$ cat src/rtl/rv32i_exec_unit.sv
module rv32i_exec_unit #(
  parameter int XLEN = 32,
  parameter int OP_W = 4
) (
  input  logic [OP_W-1:0] op_sel,
  input  logic            use_imm,
  input  logic [XLEN-1:0] rs1_val,
  input  logic [XLEN-1:0] rs2_val,
  input  logic [XLEN-1:0] imm_val,
  input  logic [XLEN-1:0] pc_val,
  output logic [XLEN-1:0] rd_val
);

  localparam int SHAMT_W = $clog2(XLEN);
  localparam int UP_LO   = 12;

  localparam logic [OP_W-1:0] OP_ADD   = OP_W'(0);
  localparam logic [OP_W-1:0] OP_SUB   = OP_W'(1);
  localparam logic [OP_W-1:0] OP_SLT   = OP_W'(2);
  localparam logic [OP_W-1:0] OP_SLTU  = OP_W'(3);
  localparam logic [OP_W-1:0] OP_AND   = OP_W'(4);
  localparam logic [OP_W-1:0] OP_OR    = OP_W'(5);
  localparam logic [OP_W-1:0] OP_XOR   = OP_W'(6);
  localparam logic [OP_W-1:0] OP_SLL   = OP_W'(7);
  localparam logic [OP_W-1:0] OP_SRL   = OP_W'(8);
  localparam logic [OP_W-1:0] OP_SRA   = OP_W'(9);
  localparam logic [OP_W-1:0] OP_LUI   = OP_W'(10);
  localparam logic [OP_W-1:0] OP_AUIPC = OP_W'(11);

  logic [XLEN-1:0]    opb;
  logic [SHAMT_W-1:0] shamt;
  logic               do_sub;
  logic [XLEN-1:0]    sum;
  logic [XLEN-1:0]    upper;

  assign opb    = use_imm ? imm_val : rs2_val;
  assign shamt  = opb[SHAMT_W-1:0];
  assign do_sub = (op_sel == OP_SUB) && !use_imm;
  assign sum    = rs1_val + (do_sub ? ~opb : opb) + XLEN'(do_sub);
  assign upper  = {imm_val[XLEN-1:UP_LO], {UP_LO{1'b0}}};

  always_comb begin
    case (op_sel)
      OP_ADD, OP_SUB: rd_val = sum;
      OP_SLT:   rd_val = XLEN'($signed(rs1_val) < $signed(opb));
      OP_SLTU:  rd_val = XLEN'(rs1_val < opb);
      OP_AND:   rd_val = rs1_val & opb;
      OP_OR:    rd_val = rs1_val | opb;
      OP_XOR:   rd_val = rs1_val ^ opb;
      OP_SLL:   rd_val = rs1_val << shamt;
      OP_SRL:   rd_val = rs1_val >> shamt;
      OP_SRA:   rd_val = $unsigned($signed(rs1_val) >>> shamt);
      OP_LUI:   rd_val = upper;
      OP_AUIPC: rd_val = pc_val + upper;
      default:  rd_val = '0;
    endcase
  end

  always_comb begin
    if (op_sel == OP_SLT || op_sel == OP_SLTU)

      slt_bool_chk: assert (rd_val[XLEN-1:1] == '0);
    if (op_sel == OP_SUB && !use_imm)

      sub_inverse_chk: assert (rd_val + rs2_val == rs1_val);
    if (op_sel == OP_SRL && shamt != '0)

      srl_zero_fill_chk: assert (rd_val[XLEN-1] == 1'b0);
    if (op_sel == OP_SRA)

      sra_sign_fill_chk: assert (rd_val[XLEN-1] == rs1_val[XLEN-1]);
    if (op_sel == OP_SLL && shamt != '0)

      sll_zero_fill_chk: assert (rd_val[0] == 1'b0);
    if (op_sel == OP_LUI)

      lui_low_zero_chk: assert (rd_val[UP_LO-1:0] == '0);
    if (op_sel > OP_AUIPC)

      undef_zero_chk: assert (rd_val == '0);
  end

endmodule

$ cat config.mk
export PLATFORM = sky130hd
export DESIGN_NAME = rv32i_exec_unit
export DESIGN_NICKNAME = d
export VERILOG_FILES = /design/src/rtl/rv32i_exec_unit.sv
export SDC_FILE = /design/constraint.sdc
export NUM_CORES = 1
export LEC_CHECK = 0
export BUFFER_PORTS_ARGS = -buffer_cell sky130_fd_sc_hd__buf_2
export CAP_MARGIN = 20
export CORE_ASPECT_RATIO = 0.5
export CORE_MARGIN = 2
export CORE_UTILIZATION = 40
export DETAILED_ROUTE_END_ITERATION = 10
export PLACE_DENSITY_LB_ADDON = 0.25
export RECOVER_POWER = 100
export SLEW_MARGIN = 20
export SYNTH_ARGS = -nofsm -noshare
export SYNTH_HDL_FRONTEND = slang
export SYNTH_SLANG_ARGS = --single-unit
export TNS_END_PERCENT = 100
$ cat constraint.sdc
create_clock -name vclk -period 6.8
set_input_delay 1.36 -clock vclk [all_inputs]
set_output_delay 1.36 -clock vclk [all_outputs]
set_load 0.02 [all_outputs]
# == After elaboration in Yosys (flattened, before gate mapping) ==
# Cells that the tools add are included.
# totals
memories,0
elab_cells,30
latch_bits,0
regBits,0
rom_bits,0
ram_bits,0
inputBits,133
output_inout_bits,32
# op_classes
n_lt_le_gt_ge,2
n_reduce_logical,4
muxes,3
div_mod_pow,0
n_shift,3
multipliers,0
add_sub_neg,3
n_bitwise,4
n_eq_ne,11
# op_table
cell,n
$pmux W32 S11,1
$add A32 B32 Y32,2
$lt A32 B32 Y1,2
$mux W32,2
$add A32 B1 Y32,1
$and A32 B32 Y32,1
$not A32 Y32,1
$or A32 B32 Y32,1
$shl A32 B5 Y32,1
$shr A32 B5 Y32,1
$sshr A32 B5 Y32,1
$xor A32 B32 Y32,1
$eq A4 B3 Y1 const B,4
$eq A4 B4 Y1 const B,4
$eq A4 B2 Y1 const B,2
$eq A4 B1 Y1 const B,1
$logic_not A4 Y1,1
$reduce_or A2 Y1,1
$logic_and A1 B1 Y1,1
$logic_not A1 Y1,1

# == Depth between registers and ports, before layout ==
# Gate-level depths: netlist (run 1).
# depth
ltp_word,6
mapped_depth,17
mapped_depth_nobuf,13

# == Worst setup path after synthesis (run 1) ==
# Ideal clock, no wire load.
# synth_timing
path_kind,input -> output
start,input port use_imm
end,output port rd_val[27]
path_slack_ns,0.354
n_path_buf,4
cell_stages,15
required_ns,5.440
arrival_time_ns,5.086
path_cell_list,buf_6 > buf_2 > nor4_2 > clkbuf_1 > xnor2_1 > ha_1 > clkbuf_1 > nand4_1 > nor4_1 > o211ai_1 > a31oi_1 > a31o_2 > mux2_2 > nand2_1 > o2111ai_1
# synth_via
elab_chain_cells,6
word_cells_on_any_way,14
classes_between,add/sub: 2; shift: 3; mux: 3; bitwise: 4; reduce/logical: 2
# synth_lines
item,line,source
start: declaration,6,"input logic use_imm,"
$mux W32 or $logic_not A1 Y1 (tied branches),n/a,
$not A32 Y32 or $logic_and A1 B1 Y1 (tied branches),n/a,
$mux W32,39,assign sum = rs1_val + (do_sub ? ~opb : opb) + XLEN'(do_sub);
$add A32 B32 Y32,39,
$add A32 B1 Y32,39,
$pmux W32 S11 (*),43,case (op_sel)
end: declaration,11,output logic [XLEN-1:0] rd_val
# Every way passes the cells marked *; elsewhere a longest branch is shown, timed or not.

# == Worst setup path after layout (run 1) ==
# layout_timing
start,input port use_imm
end,output port rd_val[24]
# Same word-level chain as after synthesis.

==> metrics.csv, run 1 <==
metric,value,unit
outcome,completed,
critical-path maximum fanout,25,
max_cap viols,0,
Synth top area share,19.67,%
Final period util,98.10,%
most frequent cell after synthesis,ha_1,
IR Drop Worst-Case VDD,0.04381,mV
switching portion of total power,64.27,%
Ys Warns,0,
Starting Density,40.91,%
worst min path class,input pin to output port,
post-synthesis sequential area ratio,0,%
crit path DAT,5310,ps
Final nets,1831,
relative slew slack,16.44,%
syn avg cell area,7.410,um2
Fin. Hold Viols,0,
first drt pass iteration count,5,
Hold Slack,3121,ps
initial antenna violation count,1,
crit path capture type,output port,
cell area power density,108.0,nW/um2
share of cells above drive strength 1,19.60,%
Starting DRT DRC Count,1695,
grt ovf,0,
pin count of the biggest net entering global routing,53,
Mapped Area,10370,um2
placed instance count,1875,
Psw,817.9,uW
Reg area,0,um2
worst setup path class,input pin to output port,
Die Y,117.8,um
ANT nets after route,0,
num sequential,0,
RSZ-0062 raised after global routing,yes,
Design Power,1.273,mW
Chip Width,231.7,um
post-DP HPWL,44850,um
critical path startpoint category,input pin,
P_leak,5.452,nW
final instance area,11780,um2
Via density,6.697,
total track usage,39.23,%
"Distinct cells, synth",75,
Clock Power Share,0,%
crit path time final,6671,ps
Max Freq,0.1499,GHz
via count of the first global-routing pass,11810,
combinational share of power,100.0,%
Wirelength per Cell,29.56,um
sequential fraction of design power,0,%
fillers,2646,
# rows,41,
Power Internal,454.6,uW
hold_buf cts,0,
cells taking the most area after synthesis,"ha_1 20%, mux2i_1 10%, mux4_2 9.1%",
Multi-input gate area,9656,um2
syn nets,1697,
non-filler instance count after layout,1875,
Routed WL,55420,um
num ports,165,
Post-synth top cells,"163 x ha_1, 139 x nand2_1, 108 x a21oi_1",
worst-margin pin slew,1253,ps
CP required,5440,ps
core area,25340,um2
first-pass GRT wire length,80270,um
biggest area consumer among synthesized cells,ha_1,
fin util,46.49,%
number of clock buffers in the layout,0,
IO buf count,165,
drc violations,0,
Placed Area,11780,um2
max-slew violation count,0,
Vias,12560,
Syn Inst Count,1399,
synthesis-to-finish area growth,13.66,%
# diodes,0,
final setup vio count,0,
die area,27300,um2
GP Congestion,1.059,
## critical path, cell delays in order
cell and delay [ps]:
buf_2 310, buf_12 250, mux2i_4 120, inv_4 250
buf_4 430, mux4_2 610, mux2i_1 520, nor3_1 210
a2111oi_1 650, buf_4 210, o221ai_1 110, buf_2 190
## what timing repair did
| action | CTS | global route |
|---|---|---|
| endpoints found under the setup margin | 0 | 3 |
| resized for setup | 0 | 2 |
| buffers inserted | 0 | 0 |
## per-stage QoR
step / setup slack, ps / TNS [ps]
floorplan: 353.9 / 0
global placement: 225.9 / 0
detailed placement: 189.8 / 0
CTS: 172.1 / 0
global route: -24.82 / -24.82
finish: 129.5 / 0
## layer usage
| layer | vias up | GRT usage [%] | share of wire [%] |
|---|---|---|---|
| li1 | 5541 | - | - |
| met1 | 6116 | 58.23 | 45 |
| met2 | 827 | 57.34 | 41 |
| met3 | 70 | 9.811 | 12 |
| met4 | 2 | 6.170 | 1.8 |
| met5 | - | 0 | 0.014 |
## logic make-up after synthesis
kind of cell,Yosys count,synth area share (%)
adders and majority gates,165,20.06
buffers and inverters,189,7.423
AOI/OAI and AO/OA,450,29.02
and+or+nand+nor,368,16.33
xor gates and xnor gates,69,5.830
muxes,158,21.34
## power groups by stage
stage | registers (mW) | clock network, mW | logic [mW]
after floorplan | 0 | 0 | 0.766
after global placement | 0 | 0 | 1.22
after detailed placement | 0 | 0 | 1.22
after CTS | 0 | 0 | 1.23
after global routing | 0 | 0 | 1.34
final | 0 | 0 | 1.27
## layout by cell type (no fill, tap or decap), drive strengths merged, types with 5 or more instances in the layout
master	count
mux2	5
o21a	5
a31oi	19
a31o	5
o21ai	71
nand4	13
mux4	45
a21oi	108
and2	7
and3	13
a221o	7
o31ai	7
o221ai	12
o211ai	42
o2111ai	7
xor2	19
nor3	30
a211oi	31
ha	163
nand2	139
xnor2	50
nor2	86
a22oi	15
a211o	5
inv	90
a2111oi	6
nor4	8
mux2i	108
a221oi	17
buf	230
nand3	28
o22ai	21
nor2b	11
a21o	27
o21bai	14
nand2b	19
a22o	6
## path summary, 6_finish.rpt
check                  from         end  slack (ps)  cells past startpoint
setup / recovery    use_imm  rd_val[24]         130                     12
hold / removal    pc_val[2]   rd_val[2]        3120                      4
## layout make-up
cell class	instances	area share (%)
repair buffers	231	11.51
inverters	90	2.888
well taps	344	3.653
multi-input cells	1210	81.95
(Power assumes the default switching activity.)
==> run 2: changes to the inputs <==
- CORE_UTILIZATION: 40 -> 61
- RECOVER_POWER: 100 -> 50
- clock period: 6.8 -> 8.3 ns (I/O delays scaled with it)
==> metrics.csv, run 2 (synthesized netlist as in run 1, its figures left out) <==
metric,value,unit,change
ANT nets after route,0,,unchanged
outcome,completed,,
max-slew violation count,0,,unchanged
total track usage,52.43,%,+13 points
Starting DRT DRC Count,2253,,+33%
most frequent cells in the layout,"163 x ha_1, 159 x buf_2, 139 x nand2_1, 108 x a21oi_1, 102 x mux2i_1",,
Starting Density,62.77,%,+22 points
worst min path class,input pin to output port,,
critical path startpoint category,input pin,,
post-DP HPWL,37690,um,-16%
crit path time final,8089,ps,
crit path DAT,6430,ps,+1120 ps
Final period util,97.46,%,
Via density,7.541,,+13%
via count of the first global-routing pass,12030,,+1.9%
placed instance count,1722,,-8.2%
critical-path maximum fanout,29,,+16%
Fin. Hold Viols,0,,unchanged
post-CTS sizing,0,,unchanged
hold_buf cts,0,,unchanged
Placed Area,11340,um2,-3.7%
final setup vio count,0,,unchanged
crit path to,rd_val[29],,
Vias,13000,,+3.5%
Post-CTS Setup Bufs,0,,unchanged
Chip Width,188.4,um,-19%
Final nets,1795,,-2.0%
num ports,165,,unchanged
TNS Setup,0,ps,unchanged
GP Congestion,1.144,,+8.1%
num sequential,0,,unchanged
crit path capture type,output port,,
worst setup path class,input pin to output port,,
non-filler instance count after layout,1724,,-8.1%
# rows,33,,-20%
CP required,6640,ps,+1200 ps
final instance area,11330,um2,-3.9%
max_cap viols,0,,unchanged
number of clock buffers in the layout,0,,unchanged
synthesis-to-finish area growth,9.282,%,
CP Launch Point,use_imm,,
drc violations,0,,unchanged
RSZ-0062 raised after global routing,no,,
worst-margin pin slew,1218,ps,-35.47 ps
"commonest non-fill, non-tap cell in the layout",ha_1,,
first drt pass iteration count,6,,+1
min setup slack post-route,211.0,ps,+81.50 ps
core area,16520,um2,-35%
Reg area,0,um2,unchanged
share of cells above drive strength 1,17.12,%,-2.5 points
Routed WL,48830,um,-12%
Max Freq,0.1236,GHz,
initial antenna violation count,2,,+1
grt ovf,0,,unchanged
pin count of the biggest net entering global routing,43,,-19%
IO buf count,165,,unchanged
die area,18120,um2,-34%
first-pass GRT wire length,72110,um,-10%
worst slack at placement,789.8,ps,+599.9 ps
Die Y,96.18,um,-18%
Wirelength per Cell,28.32,um,-4.2%
relative slew slack,17.74,%,+1.3 points
run 2: changes by cell type in the layout (fill, tap and decap cells not counted), sizes merged:
cell    previous run  this run
clkbuf             1         7
buf              230       188
diode              0         2
run 2: stage by stage:
step / hold slack [ps] / utilization (%)
floorplan: 3545 / -
global placement: 3679 / 68.67
detailed placement: 3681 / 68.67
CTS: 3683 / 68.67
global route: 3713 / 68.56
finish: 3686 / 68.59
run 2: routing by layer:
| layer | vias up | wire [um] | global-route usage [%] |
|---|---|---|---|
| met5 | - | 14 | 0 |
| met4 | 2 | 3201 | 25.39 |
| met3 | 289 | 9017 | 21.62 |
| met2 | 1337 | 18510 | 75.98 |
| met1 | 5908 | 18080 | 67.46 |
| li1 | 5465 | - | - |
run 2: critical path: stages:
cell and delay, ps:
buf_2 450, buf_12 320, mux2i_4 340, clkbuf_2 740, buf_4 460, mux2i_1 130, mux2_2 300, a21oi_1 590
mux2_2 360, o21ai_0 110, a211oi_1 470, o221ai_1 220, buf_2 220
run 2: how the worst min path moves through the flow:
| stage | start | to | cells past startpoint |
|---|---|---|---|
| final | pc_val[2] | rd_val[2] | 4 |
| after global routing | pc_val[2] | rd_val[2] | 4 |
| after CTS | pc_val[2] | rd_val[2] | 4 |
| after detailed placement | pc_val[2] | rd_val[2] | 4 |
| after global placement | pc_val[2] | rd_val[2] | 4 |
| after floorplan | pc_val[2] | rd_val[2] | 2 |
run 2: cell type report:
type                            instances  area, um2
Fill cell                            1431       5187
Inverter                               90      340.3
Tap cell                              227      284.0
Antenna cell                            2      5.005
Multi-Input combinational cell       1210       9646
Timing Repair Buffer                  195       1054
